[config.mk]
export PLATFORM = sky130hd
export DESIGN_NAME = pagedEdgeGpio
export DESIGN_NICKNAME = d
export VERILOG_FILES = /design/src/rtl/gpioPagedPkg.sv /design/src/rtl/gpioPageCtrl.sv /design/src/rtl/gpioEdgeDatapath.sv /design/src/rtl/pagedEdgeGpio.sv
export SDC_FILE = /design/constraint.sdc
export NUM_CORES = 1
export LEC_CHECK = 0
export BUFFER_PORTS_ARGS = -buffer_cell sky130_fd_sc_hd__buf_2
export CELL_PAD_IN_SITES_DETAIL_PLACEMENT = 0
export CELL_PAD_IN_SITES_GLOBAL_PLACEMENT = 1
export CORE_MARGIN = 3
export CORE_UTILIZATION = 47
export DETAILED_ROUTE_END_ITERATION = 7
export GPL_TIMING_DRIVEN = 0
export PLACE_DENSITY_LB_ADDON = 0.08
export SLEW_MARGIN = 5
export SYNTH_ARGS = -nofsm -noshare
export SYNTH_HDL_FRONTEND = slang
export SYNTH_SLANG_ARGS = --single-unit
[constraint.sdc]
create_clock -name clk -period 3.1 [get_ports clk]
set_clock_uncertainty 0.1 [all_clocks]
set_input_delay 0.62 -clock clk [delete_from_list [all_inputs] [get_ports clk]]
set_output_delay 0.62 -clock clk [all_outputs]
set_load 0.02 [all_outputs]
[src/rtl/gpioPagedPkg.sv]
package gpioPagedPkg;
  parameter int ADDR_W     = 4;
  parameter int PORT_W     = 8;
  parameter int NUM_PORTS  = 6;
  parameter int IRQ_PORTS  = 3;
  parameter int LINES      = NUM_PORTS * PORT_W;
  parameter int IRQ_LINES  = IRQ_PORTS * PORT_W;
  parameter int IDX_W      = 3;
  parameter int PAGE_W     = 2;
  parameter int PEND_ADDR  = 6;
  parameter int PAGE_ADDR  = 7;
  parameter int PAGED_BASE = 8;
  parameter int PAGE_POL   = 1;
  parameter int PAGE_EN    = 2;
  parameter int PAGE_ID    = 3;

  typedef enum logic [1:0] {RD_NONE, RD_PORT, RD_PEND, RD_ID} rdSelE;

  typedef struct packed {
    logic [NUM_PORTS-1:0] portWr;
    logic [IRQ_PORTS-1:0] polWr;
    logic [IRQ_PORTS-1:0] enWr;
    logic [IRQ_PORTS-1:0] idClr;
    logic [PORT_W-1:0]    wdata;
    rdSelE                rdSel;
    logic [IDX_W-1:0]     rdIdx;
  } strobeT;
endpackage

[src/rtl/gpioPageCtrl.sv]
module gpioPageCtrl
  import gpioPagedPkg::*;
(
  input  logic              clk,
  input  logic              rstN,
  input  logic [ADDR_W-1:0] busAddr,
  input  logic              busWr,
  input  logic              busRd,
  input  logic [PORT_W-1:0] busWdata,
  output strobeT            strobe,
  output logic [NUM_PORTS-1:0] lockBits,
  output logic [PAGE_W-1:0] pageSel
);
  localparam logic [ADDR_W-1:0] PAGE_A  = ADDR_W'(PAGE_ADDR);
  localparam logic [ADDR_W-1:0] PEND_A  = ADDR_W'(PEND_ADDR);
  localparam logic [ADDR_W-1:0] PAGED_A = ADDR_W'(PAGED_BASE);
  localparam logic [ADDR_W-1:0] PORTS_A = ADDR_W'(NUM_PORTS);
  localparam logic [ADDR_W-1:0] PAGED_END = ADDR_W'(PAGED_BASE + IRQ_PORTS);

  logic             isPort;
  logic             isPaged;
  logic [IDX_W-1:0] portIdx;
  logic [IDX_W-1:0] pagedIdx;

  // page / lock register
  always_ff @(posedge clk or negedge rstN) begin
    if (!rstN) begin
      pageSel  <= '0;
      lockBits <= '0;
    end else if (busWr && busAddr == PAGE_A) begin
      pageSel  <= busWdata[PORT_W-1 -: PAGE_W];
      lockBits <= busWdata[NUM_PORTS-1:0];
    end
  end

  always_comb begin
    isPort   = busAddr < PORTS_A;
    isPaged  = (busAddr >= PAGED_A) && (busAddr < PAGED_END);
    portIdx  = busAddr[IDX_W-1:0];
    pagedIdx = IDX_W'(busAddr - PAGED_A);

    strobe       = '0;
    strobe.wdata = busWdata;
    strobe.rdSel = RD_NONE;

    for (int p = 0; p < NUM_PORTS; p++) begin
      strobe.portWr[p] = busWr && isPort && (portIdx == IDX_W'(p)) && !lockBits[p];
    end

    for (int q = 0; q < IRQ_PORTS; q++) begin
      if (busWr && isPaged && (pagedIdx == IDX_W'(q))) begin
        strobe.polWr[q] = (pageSel == PAGE_W'(PAGE_POL));
        strobe.enWr[q]  = (pageSel == PAGE_W'(PAGE_EN));
        strobe.idClr[q] = (pageSel == PAGE_W'(PAGE_ID));
      end
    end

    if (busRd) begin
      if (isPort) begin
        strobe.rdSel = RD_PORT;
        strobe.rdIdx = portIdx;
      end else if (busAddr == PEND_A) begin
        strobe.rdSel = RD_PEND;
      end else if (isPaged && pageSel == PAGE_W'(PAGE_ID)) begin
        strobe.rdSel = RD_ID;
        strobe.rdIdx = pagedIdx;
      end
    end
  end
endmodule

[src/rtl/gpioEdgeDatapath.sv]
module gpioEdgeDatapath
  import gpioPagedPkg::*;
#(
  parameter int SYNC_STAGES = 2
) (
  input  logic              clk,
  input  logic              rstN,
  input  strobeT            strobe,
  input  logic [LINES-1:0]  padIn,
  output logic [LINES-1:0]  lineDrvLow,
  output logic [PORT_W-1:0] rdData,
  output logic              irq,
  output logic [IRQ_LINES-1:0] idBits,
  output logic [IRQ_LINES-1:0] enBits
);
  localparam int LAST = SYNC_STAGES - 1;

  logic [NUM_PORTS-1:0][PORT_W-1:0] portQ;
  logic [SYNC_STAGES-1:0][LINES-1:0] syncQ;
  logic [LINES-1:0] prevQ;
  logic [NUM_PORTS-1:0][PORT_W-1:0] lineBytes;
  logic [NUM_PORTS-1:0][PORT_W-1:0] prevBytes;
  logic [IRQ_PORTS-1:0][PORT_W-1:0] polQ;
  logic [IRQ_PORTS-1:0][PORT_W-1:0] enQ;
  logic [IRQ_PORTS-1:0][PORT_W-1:0] idQ;
  logic [IRQ_PORTS-1:0][PORT_W-1:0] idNext;
  logic [IRQ_PORTS-1:0] pending;

  assign lineDrvLow = portQ;
  assign lineBytes  = syncQ[LAST];
  assign prevBytes  = prevQ;
  assign idBits     = idQ;
  assign enBits     = enQ;

  // port drive registers
  always_ff @(posedge clk or negedge rstN) begin
    if (!rstN) begin
      portQ <= '0;
    end else begin
      for (int p = 0; p < NUM_PORTS; p++) begin
        if (strobe.portWr[p]) portQ[p] <= strobe.wdata;
      end
    end
  end

  // input synchronizer plus one history stage for edge detection
  always_ff @(posedge clk or negedge rstN) begin
    if (!rstN) begin
      syncQ <= '0;
      prevQ <= '0;
    end else begin
      syncQ[0] <= padIn;
      for (int s = 1; s < SYNC_STAGES; s++) syncQ[s] <= syncQ[s-1];
      prevQ <= syncQ[LAST];
    end
  end

  // per interrupt-capable port: polarity, enable, edge latch
  for (genvar q = 0; q < IRQ_PORTS; q++) begin : g_irqPort
    logic [PORT_W-1:0] riseV;
    logic [PORT_W-1:0] fallV;
    logic [PORT_W-1:0] hitV;
    logic [PORT_W-1:0] clrV;

    assign riseV = lineBytes[q] & ~prevBytes[q];
    assign fallV = ~lineBytes[q] & prevBytes[q];
    assign hitV  = enQ[q] & ((polQ[q] & riseV) | (~polQ[q] & fallV));
    assign clrV  = strobe.idClr[q] ? strobe.wdata : '0;
    assign idNext[q]  = (idQ[q] & ~clrV) | hitV;
    assign pending[q] = |idQ[q];

    always_ff @(posedge clk or negedge rstN) begin
      if (!rstN) begin
        polQ[q] <= '0;
        enQ[q]  <= '0;
        idQ[q]  <= '0;
      end else begin
        if (strobe.polWr[q]) polQ[q] <= strobe.wdata;
        if (strobe.enWr[q])  enQ[q]  <= strobe.wdata;
        idQ[q] <= idNext[q];
      end
    end
  end

  assign irq = |pending;

  always_comb begin
    rdData = '0;
    unique case (strobe.rdSel)
      RD_PORT: rdData = ~lineBytes[strobe.rdIdx];
      RD_PEND: rdData = PORT_W'(pending);
      RD_ID:   rdData = idQ[strobe.rdIdx];
      default: rdData = '0;
    endcase
  end
endmodule

[src/rtl/pagedEdgeGpio.sv]
module pagedEdgeGpio
  import gpioPagedPkg::*;
#(
  parameter int SYNC_STAGES = 2
) (
  input  logic              clk,
  input  logic              rstN,
  input  logic [ADDR_W-1:0] busAddr,
  input  logic              busWr,
  input  logic              busRd,
  input  logic [PORT_W-1:0] busWdata,
  output logic [PORT_W-1:0] busRdata,
  input  logic [LINES-1:0]  padIn,
  output logic [LINES-1:0]  lineDrvLow,
  output logic              irq
);
  strobeT strobe;
  logic [NUM_PORTS-1:0] lockBits;
  logic [PAGE_W-1:0]    pageSel;
  logic [IRQ_LINES-1:0] idBits;
  logic [IRQ_LINES-1:0] enBits;

  gpioPageCtrl uCtrl (
    .clk      (clk),
    .rstN     (rstN),
    .busAddr  (busAddr),
    .busWr    (busWr),
    .busRd    (busRd),
    .busWdata (busWdata),
    .strobe   (strobe),
    .lockBits (lockBits),
    .pageSel  (pageSel)
  );

  gpioEdgeDatapath #(.SYNC_STAGES(SYNC_STAGES)) uData (
    .clk        (clk),
    .rstN       (rstN),
    .strobe     (strobe),
    .padIn      (padIn),
    .lineDrvLow (lineDrvLow),
    .rdData     (busRdata),
    .irq        (irq),
    .idBits     (idBits),
    .enBits     (enBits)
  );
endmodule

After elaboration in Yosys (flattened, before gate mapping) --
Cells that the tools add are included. Widths: inputs -> output; s select.
Operators by class: add/sub/neg operators 1, multiply operators 0, divide/modulo/power cells 0, order comparisons 5, equality and inequality tests 15, shift operators 0, mux-type cells 22, bitwise operators 37, reductions and logical operators 32
Operators by type and width (count):
- $and 8x8->8 | 18
- $not 8->8 | 13
- $or 8x8->8 | 6
- $mux 8 | 5
- $bmux 8 s3 | 1
- $pmux 8 s3 | 1
- $reduce_or 24->1 | 1
- $reduce_or 8->1 | 3
- $logic_and 1x1->1 | 20
- $bmux 8 s2 | 1
- $mux 5 | 3
- $eq 3x2->1 const B | 3
- $mux 1 | 9
- $eq 2x2->1 const B | 4
- $eq 4x3->1 const B | 2
- $eq 3x1->1 const B | 2
- $eq 3x3->1 const B | 2
- $logic_not 1->1 | 6
- $logic_not 3->1 | 2
- $eq 2x1->1 const B | 2
- $ge 4x4->1 const B | 1
- $lt 3x4->1 const B | 1
- $lt 4x3->1 const B | 1
- $lt 4x4->1 const B | 1
- other kinds (4) | 4
Word-level totals: bits in registers 248, bits in latches 0, memory bits (writable) 0, memory bits (read-only) 0, bits of input ports 64, output and inout port bits 57, word-level logic and storage cells 132, memories kept 0

Logic depth before layout (Yosys ltp) --
Gate-level depths: netlist (run 1).
depth in word-level cells 11, gate-level depth with buffers 8, mapped depth without buffers 5

Cells and area by module --
A second synthesis (run 1) with hierarchy kept.
Second synthesis, totals: cell total of the unflattened synthesis 664, area, all modules 9419.0 µm²
By module, submodules not included:
- gpioEdgeDatapath | instances 1, cells an instance 593, area each 8730.9 µm², seq. area each 6005.8 µm²
- gpioPageCtrl | instances 1, cells an instance 71, area each 688.2 µm², seq. area each 200.2 µm²

Worst setup path after synthesis (run 1) --
OpenSTA, ideal clock, no wires.
path type input to output, start point in busAddr[0], end point out busRdata[1], data arrival time 2.091 ns, required time 2.380 ns, setup slack 0.289 ns, stages on the path 8, buffers on the path 3, cells stage by stage buf_2 and3b_1 o21a_1 buf_4 buf_6 nor3_1 nor4_1 o21ai_0
On the way: word-level cells in the longest chain between the ends 11, elaborated cells between the ends (all ways) 21, those cells by class add/sub (1); order compare (3); eq/ne (4); mux (10); bitwise (1); reduce/logical (2)
RTL lines:
- start, declared | RTL line pagedEdgeGpio.sv:8 | input logic [ADDR_W-1:0] busAddr,
- $ge 4x4->1 or $lt 4x4->1 (tied branches) | RTL line gpioPageCtrl.sv:38 | isPaged = (busAddr >= PAGED_A) && (busAddr < PAGED_END);
- $logic_and 1x1->1 | RTL line gpioPageCtrl.sv:38
- $logic_and 1x1->1 | RTL line gpioPageCtrl.sv:64 | end else if (isPaged && pageSel == PAGE_W'(PAGE_ID)) begin
- $mux 5 | RTL line gpioPageCtrl.sv:64
- $mux 3 | RTL line gpioPageCtrl.sv:62 | end else if (busAddr == PEND_A) begin
- $mux 5 * | RTL line gpioPageCtrl.sv:59 | if (isPort) begin
- $mux 5 * | RTL line gpioPageCtrl.sv:58 | if (busRd) begin
- $bmux 8 s3 | RTL line gpioEdgeDatapath.sv:90 | RD_PORT: rdData = ~lineBytes[strobe.rdIdx];
- $mux 8 (implied by the code) | RTL line gpioEdgeDatapath.sv:90
- $not 8->8 | RTL line gpioEdgeDatapath.sv:90
- $pmux 8 s3 * | RTL line gpioEdgeDatapath.sv:89 | unique case (strobe.rdSel)
- end, declared | RTL line pagedEdgeGpio.sv:12 | output logic [PORT_W-1:0] busRdata,
Mark *: on every way between the ends. The rest lies on a longest branch, timed or not. The select of a mux whose other input is x is not followed.

Worst setup path in the final report (run 1) --
start point reg uCtrl.pageSel[1], end point out busRdata[6]
On the way: word-level cells in the longest chain between the ends 10, elaborated cells between the ends (all ways) 16, those cells by class eq/ne (4); mux (10); bitwise (1); reduce/logical (1)
RTL lines:
- start, declared | RTL line gpioPageCtrl.sv:12 | output logic [PAGE_W-1:0] pageSel
- start signal, assigned | RTL line gpioPageCtrl.sv:31 | pageSel <= busWdata[PORT_W-1 -: PAGE_W];
- $eq 2x2->1 * | RTL line gpioPageCtrl.sv:64
- $logic_and 1x1->1 * | RTL line gpioPageCtrl.sv:64
- $mux 5 * | RTL line gpioPageCtrl.sv:64
- $mux 3 | RTL line gpioPageCtrl.sv:62
- $mux 5 * | RTL line gpioPageCtrl.sv:59
- $mux 5 * | RTL line gpioPageCtrl.sv:58
- $bmux 8 s3 | RTL line gpioEdgeDatapath.sv:90
- $mux 8 (implied by the code) | RTL line gpioEdgeDatapath.sv:90
- $not 8->8 | RTL line gpioEdgeDatapath.sv:90
- $pmux 8 s3 * | RTL line gpioEdgeDatapath.sv:89
Marks and branches as above.

==> results.toml, run 1 <==
[die]
rows = 50
design.core.area_um2 = 19000
dieHeight_um = 146
die-area_um2 = 21400
ioPinCount = 121
initial_core_util_pct = 48.6
fp.dieW_um = 146

[timing]
finalSetupViolCount = 2
finalWorstSetupSlack_ps = -18.7
tightest_slew_ps = 925
fmax_mhz = 321
final.min_clock_period_ps = 3120
period_share_pct = 101
slew_headroom_pct = 38.0
rsz0062_at_grt = "true"
hold_viol = 0
maxSlewViolCount = 0

[route]
drc = 0
routed_wl_mm = 21.4
drt_iter0_drc = 286
via_per_inst = 5.26
wire_per_inst_um = 19.3
final_antenna_net_count = 0
drt-pass1-iter-count = 4
vias = 5815

[clock_network]
cts.sinks = 248
cts_root_buf = "clkbuf_16"
cts_max_level = 1
cts_made_buffers = 27
cts_buffer_depth = 3
clk_latency_ps = 520
clkTransAtPathRegs_ps = 60
cts_tree = "built"

[setup_path]
arrival_ps = 2400
startpoint_type = "flop"
r2r_slack_ps = 1250
cp.depth = 8
rr_worst_depth = 4
path_buf_inv = 3
criticalPathCategory = "reg2out"
cp_cell_sequence = "and3b_2 -> o21a_1 -> buf_6 -> buf_12 -> mux2i_2 -> nor4_2 -> o22ai_2 -> buf_6"
required_ps = 2380
cp_top_family = "simple AND/OR/NAND/NOR gates"
path_max_fanout = 8
crit_path_top_delay_cell = "dfrtp_2"
endpoint_kind = "primary output"
cpPeakStageDelay_ps = 430
critPathMostFrequentCell = "buf_6"

[final_layout]
stdcell_area_um2 = 11500
mostFrequentLayoutCells = "dfrtp_1, buf_2, mux2_2, nand2_1, o21ai_0"
final_cells = 1106
final_common_cell = "dfrtp_1"
diodes = 0
syn_to_final_growth_pct = 24.2
fin_nets = 889
drive_above_1_share_pct = 38.4

[outcome]
status = "finished with violations"
violations = "negative setup slack"

[global_route]
grt_remaining_overflow = 0
grt_max_degree = 102
grt_pass1_vias = 6165
gr-usage-all-layers_pct = 20.1
grt_pass1_wl_mm = 34.1
antenna_found_initial = 0

[synthesis]
syn_area_per_cell_um2 = 13.8
yosysWarnings = 0
netlist_instances = 669
synth_seq_cells = 248
synthesis.nets = 733
yosysSeqAreaShare_pct = 67.2
syn_area_um2 = 9240
synth_cell_types = 41

[power_and_ir_drop]
total_leakage_power_nw = 5.27
power_density_nw_per_um2 = 775
vdd_drop_max_uv = 512

[min_path]
min_path_type = "in2reg"
min_path_cells = 1

[place]
dp_slack_ps = -77.4
gp_congestion = 0.846
place_inst = 1050
io_buffers = 119
post-dp-hpwl_mm = 14.9
place_area_um2 = 10200

[flow_run]
drv_cap = 0
worst register-to-register path: cells and delay by family (launching register included):
kind	cells	cell delay, ps
AND/OR/NAND/NOR	2	630
flip-flops	1	430
multiplexers	1	410
buffers and inverters	1	160
final timing paths:
| path | start | endpoint |
|---|---|---|
| setup / recovery | uCtrl.pageSel[1] | busRdata[6] |
| max in group asynchronous | rstN | uData.syncQ[44] |
| min in group asynchronous | rstN | uData.lineDrvLow[41] |
| hold reg to reg | uData.syncQ[12] | uData.lineBytes[12] |
| setup reg to reg | uCtrl.pageSel[0] | uData.enBits[14] |
| hold / removal | padIn[13] | uData.syncQ[13] |
cell usage after synthesis:
library cell / count / area, µm²
a211oi_1: 2 / 15.0
a21oi_1: 1 / 5.00
a21oi_2: 1 / 8.76
a222oi_1: 3 / 30.0
a22o_1: 24 / 210
a22oi_1: 5 / 37.5
and2_1: 2 / 12.5
and2b_1: 2 / 15.0
and3_1: 2 / 12.5
and3b_1: 3 / 26.3
and4b_1: 1 / 10.0
and4bb_1: 1 / 12.5
buf_1: 2 / 7.51
buf_2: 9 / 45.0
buf_4: 2 / 15.0
buf_6: 2 / 22.5
clkbuf_1: 14 / 52.6
dfrtp_1: 248 / 6210
inv_1: 1 / 3.75
mux2_1: 8 / 90.1
mux2_2: 104 / 1170
mux2i_1: 15 / 150
nand2_1: 76 / 285
nand2b_1: 7 / 43.8
nand3_1: 1 / 5.00
nand3b_1: 20 / 150
nor2_1: 27 / 101
nor2_2: 5 / 31.3
nor2b_1: 1 / 6.26
nor3_1: 14 / 70.1
nor3_2: 1 / 10.0
nor3b_2: 1 / 12.5
nor4_1: 13 / 81.3
o21a_1: 1 / 7.51
o21a_4: 1 / 15.0
o21ai_0: 34 / 170
o21ai_1: 3 / 15.0
o22ai_1: 5 / 31.3
or2_2: 1 / 6.26
or3_1: 4 / 25.0
or4_1: 2 / 15.0
state kept, by name, indices dropped and copies added, names as in the netlist:
signal,count
uData.idBits,24
uCtrl.pageSel,2
uData.prevBytes,24
uData.lineDrvLow,48
uData.syncQ,48
uData.lineBytes,48
uData.polQ,24
uCtrl.lockBits,6
uData.enBits,24
power breakdown:
group	internal (mW)	leakage (nW)	switching [mW]
Clock	2.18	0.489	1.26
Sequential	3.77	3.01	0.389
Combinational	0.640	1.77	0.657
Total	6.59	5.27	2.31
layout make-up:
type / count / area (µm²)
Buffer: 27 / 154
Clock buffer: 36 / 779
Clock inverter: 14 / 205
Fill cell: 1560 / 7540
Inverter: 1 / 3.75
Multi-Input combinational cell: 391 / 3020
Sequential cell: 248 / 6210
Tap cell: 260 / 325
Timing Repair Buffer: 129 / 779
metal layers:
metal / GRT usage, % / wire [µm] / vias up
li1: - / - / 2691
met1: 29.4 / 9900 / 2960
met2: 32.3 / 10200 / 137
met3: 3.57 / 1020 / 27
met4: 4.00 / 291 / 0
met5: 0 / 0 / -
what timing repair did:
item,in CTS,in global routing
pin swaps,13,12
setup buffers,3,2
endpoints found under the setup margin,8,8
hold endpoints to repair,74,0
hold buffers,1,0
gates resized for setup,36,17
gates cloned,1,1
cell families (layout without fill, tap and decap cells):
kind of cell,Yosys count,count (layout),synth area share (%)
flip-flops,248,248,67.2
multiplexers,127,127,15.3
buffers and inverters,30,207,1.58
AND/OR/NAND/NOR,184,184,10.1
AO/OA/AOI/OAI,80,80,5.90
per-stage QoR:
stage	power, mW	utilization, %	TNS (ps)	hold WS, ps
floorplan	4.90	-	0	224
global placement	5.40	53.4	-686480	233
detailed placement	5.46	53.8	-260	235
CTS	8.98	59.7	-336	71.7
global route	9.31	60.4	-685	73.5
finish	8.90	60.4	-25.0	96.9
No activity file was read; power rests on OpenSTA's default activity.
==> inputs of run 2 (changes only) <==
--- a/config.mk
+++ b/config.mk
@@ -9,7 +9,7 @@
 export CELL_PAD_IN_SITES_DETAIL_PLACEMENT = 0
 export CELL_PAD_IN_SITES_GLOBAL_PLACEMENT = 1
 export CORE_MARGIN = 3
-export CORE_UTILIZATION = 47
+export CORE_UTILIZATION = 36
 export DETAILED_ROUTE_END_ITERATION = 7
 export GPL_TIMING_DRIVEN = 0
 export PLACE_DENSITY_LB_ADDON = 0.08
==> results.toml, run 2 (same netlist as run 1, synthesis figures left out) <==
[route]
drt_iter0_drc = 401
via_per_inst = 4.97
drt-pass1-iter-count = 4
vias = 5821
wire_per_inst_um = 19.3
drc = 0
final_antenna_net_count = 0
routed_wl_mm = 22.6

[power_and_ir_drop]
switching_power_mw = 2.32
p_int_mw = 6.39
swShare_pct = 26.6
total_leakage_power_nw = 5.25
vdd_drop_max_uv = 512
sequentialPowerShare_pct = 47.7
power_density_nw_per_um2 = 756
clockPowerShare_pct = 37.0
combPwrFrac_pct = 15.3

[die]
rows = 58
die-area_um2 = 27600
fp.dieW_um = 166
design.core.area_um2 = 25200
ioPinCount = 121
dieHeight_um = 166
initial_core_util_pct = 36.7

[outcome]
violations = "negative setup slack"
status = "finished with violations"

[final_layout]
mostFrequentLayoutCells = "dfrtp_1, buf_2, mux2_2, nand2_1"
final_common_cell = "dfrtp_1"
fin_nets = 889
diodes = 0
syn_to_final_growth_pct = 24.8
drive_above_1_share_pct = 38.6

[timing]
hold_viol = 0
final.min_clock_period_ps = 3220
slew_headroom_pct = 45.1
maxSlewViolCount = 0
period_share_pct = 104
rsz0062_at_grt = "true"
fmax_mhz = 310
tightest_slew_ps = 821
finalWorstSetupSlack_ps = -124
finalSetupTns_ps = -439
finalSetupViolCount = 8

[setup_path]
r2r_slack_ps = 1310
crit_start = "uCtrl.pageSel[1]"
reg2reg_from = "uCtrl.pageSel[1]"
path_max_fanout = 7
required_ps = 2380
rr_worst_depth = 4
reg2reg_to = "uData.polQ[20]"
endpoint_kind = "primary output"
startpoint_type = "flop"
endpoint = "busRdata[4]"
criticalPathCategory = "reg2out"
arrival_ps = 2500

[place]
post-dp-hpwl_mm = 16.1
gp_congestion = 0.855
dp_slack_ps = -140
io_buffers = 119

[clock_network]
cts_buffer_depth = 3
cts.sinks = 248
cts_tree = "built"
cts_max_level = 1
cts_made_buffers = 27
cts_root_buf = "clkbuf_16"
clkTransAtPathRegs_ps = 60
clk_latency_ps = 530

[global_route]
gr-usage-all-layers_pct = 16.6
grt_pass1_vias = 6304
grt_max_degree = 98
antenna_found_initial = 0
grt_pass1_wl_mm = 36.5
grt_remaining_overflow = 0

[min_path]
min_path_type = "in2reg"

[flow_run]
drv_cap = 0
-- run 2: cell types whose count changed in the layout (fill, tap and decap cells not counted), moves of 3 or more --
cell and delta:
buf_4 -4, buf_6 +4, bufinv_16 -3, clkinv_2 -5, nor4_2 -3, o21ai_1 -4
o21ai_2 +4
-- run 2: timing repair --
item	in CTS	in global routing
pin swaps	12	8
setup buffers	4	0
endpoints found under the setup margin	8	8
hold buffers	1	0
gates cloned	1	0
resized for setup	59	10
hold endpoints to repair	66	0
-- run 2: through the flow --
step                util, %  power, mW  instance area [µm²]  hold WS, ps  instances
finish                 45.8       8.71                11500         92.7       1172
global route           45.8       9.17                11500         57.5       1172
floorplan                 -       4.90                 9240          224        669
detailed placement     41.0       5.48                10300          235       1120
CTS                    45.6       8.84                11500         61.5       1172
global placement       40.7       5.42                10200          233       1118
-- run 2: routing by layer --
metal  routed length (µm)  GRT usage [%]
met5                    0              0
met4                  594           4.41
met3                 1230           3.78
met2                10700           27.1
met1                10100           22.7
-- run 2: how the worst min path moves through the flow --
stage               startpoint                  end  slack [ps]  cells after the start
5_1_grt              padIn[30]      uData.syncQ[30]          60                      1
6_report             padIn[14]      uData.syncQ[14]          90                      1
3_5_place_dp   uData.syncQ[23]  uData.lineBytes[23]         230                      0
4_1_cts               padIn[4]       uData.syncQ[4]          60                      1
2_1_floorplan             rstN    uCtrl.lockBits[0]         220                      0
3_3_place_gp   uData.syncQ[23]  uData.lineBytes[23]         230                      0
-- run 2: cell type report --
| cell class | count | area, µm² |
|---|---|---|
| buffer | 29 | 180 |
| clock buffer | 38 | 807 |
| clock inverter | 8 | 108 |
| fill | 2270 | 13700 |
| inverter | 1 | 3.75 |
| multi-input combinational | 391 | 3050 |
| sequential | 248 | 6210 |
| tap | 330 | 413 |
| timing repair buffer | 127 | 758 |
-- run 2: power by group through the flow --
| stage | logic, mW | registers [mW] | clock network (mW) |
|---|---|---|---|
| after floorplan | 0.644 | 4.25 | 0 |
| after global placement | 1.23 | 4.19 | 0 |
| after detailed placement | 1.28 | 4.21 | 0 |
| after CTS | 1.35 | 4.16 | 3.34 |
| after global routing | 1.46 | 4.23 | 3.48 |
| final | 1.34 | 4.16 | 3.22 |
-- run 2: worst max-delay path: stages (launching register included) --
cell and delay, ps:
dfrtp_1 370, buf_6 130, and4bb_2 260, o21a_4 240, buf_4 150, mux2_2 270, a22oi_1 190, o22ai_1 170
buf_4 200
==> inputs of run 3 (changes only) <==
--- a/config.mk
+++ b/config.mk
@@ -6,7 +6,7 @@
 export NUM_CORES = 1
 export LEC_CHECK = 0
 export BUFFER_PORTS_ARGS = -buffer_cell sky130_fd_sc_hd__buf_2
-export CELL_PAD_IN_SITES_DETAIL_PLACEMENT = 0
+export CELL_PAD_IN_SITES_DETAIL_PLACEMENT = 1
 export CELL_PAD_IN_SITES_GLOBAL_PLACEMENT = 1
 export CORE_MARGIN = 3
 export CORE_UTILIZATION = 36
==> results.toml, run 3 (same netlist as run 1, synthesis figures left out) <==
[timing]
fmax_mhz = 311
period_share_pct = 104
rsz0062_at_grt = "true"
maxSlewViolCount = 0
tightest_slew_ps = 794
whs_ps = 81.5
final.min_clock_period_ps = 3220
finalSetupViolCount = 5
hold_viol = 0
finalWorstSetupSlack_ps = -115
slew_headroom_pct = 46.9

[clock_network]
clkTransAtPathRegs_ps = 60
cts.sinks = 248
cts_tree = "built"
cts_made_buffers = 28
cts_root_buf = "clkbuf_16"
cts_buffer_depth = 3
cts_max_level = 1
clk_latency_ps = 540

[route]
vias = 6028
drt_iter0_drc = 400
via_per_inst = 5.11
final_antenna_net_count = 0
routed_wl_mm = 24.4
drt-pass1-iter-count = 4
wire_per_inst_um = 20.7
drc = 0

[die]
die-area_um2 = 27600
initial_core_util_pct = 36.7
design.core.area_um2 = 25200
rows = 58
dieHeight_um = 166
ioPinCount = 121
fp.dieW_um = 166

[place]
io_buffers = 119
post-dp-hpwl_mm = 17.1
gp_congestion = 0.855
place_area_um2 = 10300

[global_route]
grt_pass1_wl_mm = 38.6
gr-usage-all-layers_pct = 17.6
grt_max_degree = 98
grt_remaining_overflow = 0
grt_pass1_vias = 6562
antenna_found_initial = 0

[setup_path]
criticalPathCategory = "reg2out"
arrival_ps = 2500
required_ps = 2380
path_max_fanout = 6
r2r_slack_ps = 1180
endpoint_kind = "primary output"
rr_worst_depth = 4
startpoint_type = "flop"

[power_and_ir_drop]
vdd_drop_max_uv = 408
total_leakage_power_nw = 5.32
power_density_nw_per_um2 = 774

[final_layout]
syn_to_final_growth_pct = 27.1
stdcell_area_um2 = 11700
final_common_cell = "dfrtp_1"
fin_nets = 892
mostFrequentLayoutCells = "dfrtp_1, buf_2, mux2_2, nand2_1, clkbuf_16"
drive_above_1_share_pct = 40.6
utilization_pct = 46.6

[flow_run]
drv_cap = 0

[min_path]
min_path_cells = 1
min_path_type = "in2reg"

[outcome]
violations = "negative setup slack"
status = "finished with violations"
[run 3: changes by cell type in the layout (fill, tap and decap cells not counted), sizes merged]
cell,previous run,this run
buf,141,142
bufinv,2,5
clkinv,3,7
clkinvlp,1,2
diode,0,1
inv,3,1
[run 3: repair_timing]
action                                  in CTS  in global routing
pin swaps                                   14                 11
hold endpoints to repair                    66                  0
cloned                                       1                  0
setup buffers                                5                  3
hold buffers                                 1                  0
endpoints found under the setup margin       8                  8
gates resized for setup                     61                 28
[run 3: power breakdown]
| part | internal, mW | switching (mW) |
|---|---|---|
| sequential | 3.77 | 0.420 |
| clock | 2.22 | 1.32 |
| combinational | 0.661 | 0.700 |
| total | 6.64 | 2.44 |
[run 3: critical path: stages, from the launching register on]
cell,delay (ps)
dfrtp_2,400
and4bb_2,300
o21a_4,210
mux2_2,350
a222oi_1,390
o21ai_2,150
buf_6,160
[run 3: cell type report]
class,count,area (µm²)
fill,2565,13400
inverter,1,3.75
clock inverter,14,215
buffer,27,163
clock buffer,37,795
antenna,1,2.50
sequential,248,6210
tap,330,413
timing repair buffer,131,812
multi-input combinational,391,3130
[run 3: worst paths after layout]
path	to	from
min	uData.syncQ[20]	padIn[20]
max reg2reg	uData.polQ[16]	uCtrl.pageSel[1]
min reg2reg	uData.lineBytes[30]	uData.syncQ[30]
max	busRdata[1]	uCtrl.pageSel[1]
max in group asynchronous	uData.lineBytes[46]	rstN
min in group asynchronous	uData.lineDrvLow[17]	rstN
[run 3: through the flow]
step	setup TNS, ps	cells	setup slack (ps)	total power, mW
2_1_floorplan	0	669	289	4.90
3_3_place_gp	-708910	1118	-2890	5.42
3_5_place_dp	-902	1120	-182	5.51
4_1_cts	-251	1176	-71.8	9.17
5_1_grt	-855	1179	-146	9.53
6_report	-263	1180	-115	9.09
[run 3: per-layer routing]
metal | track usage [%] | vias up | share of wire [%]
met5 | 0 | - | 0
met4 | 3.69 | 0 | 2.0
met3 | 3.98 | 37 | 5.5
met2 | 30.1 | 154 | 49
met1 | 23.3 | 3154 | 43
li1 | - | 2683 | -
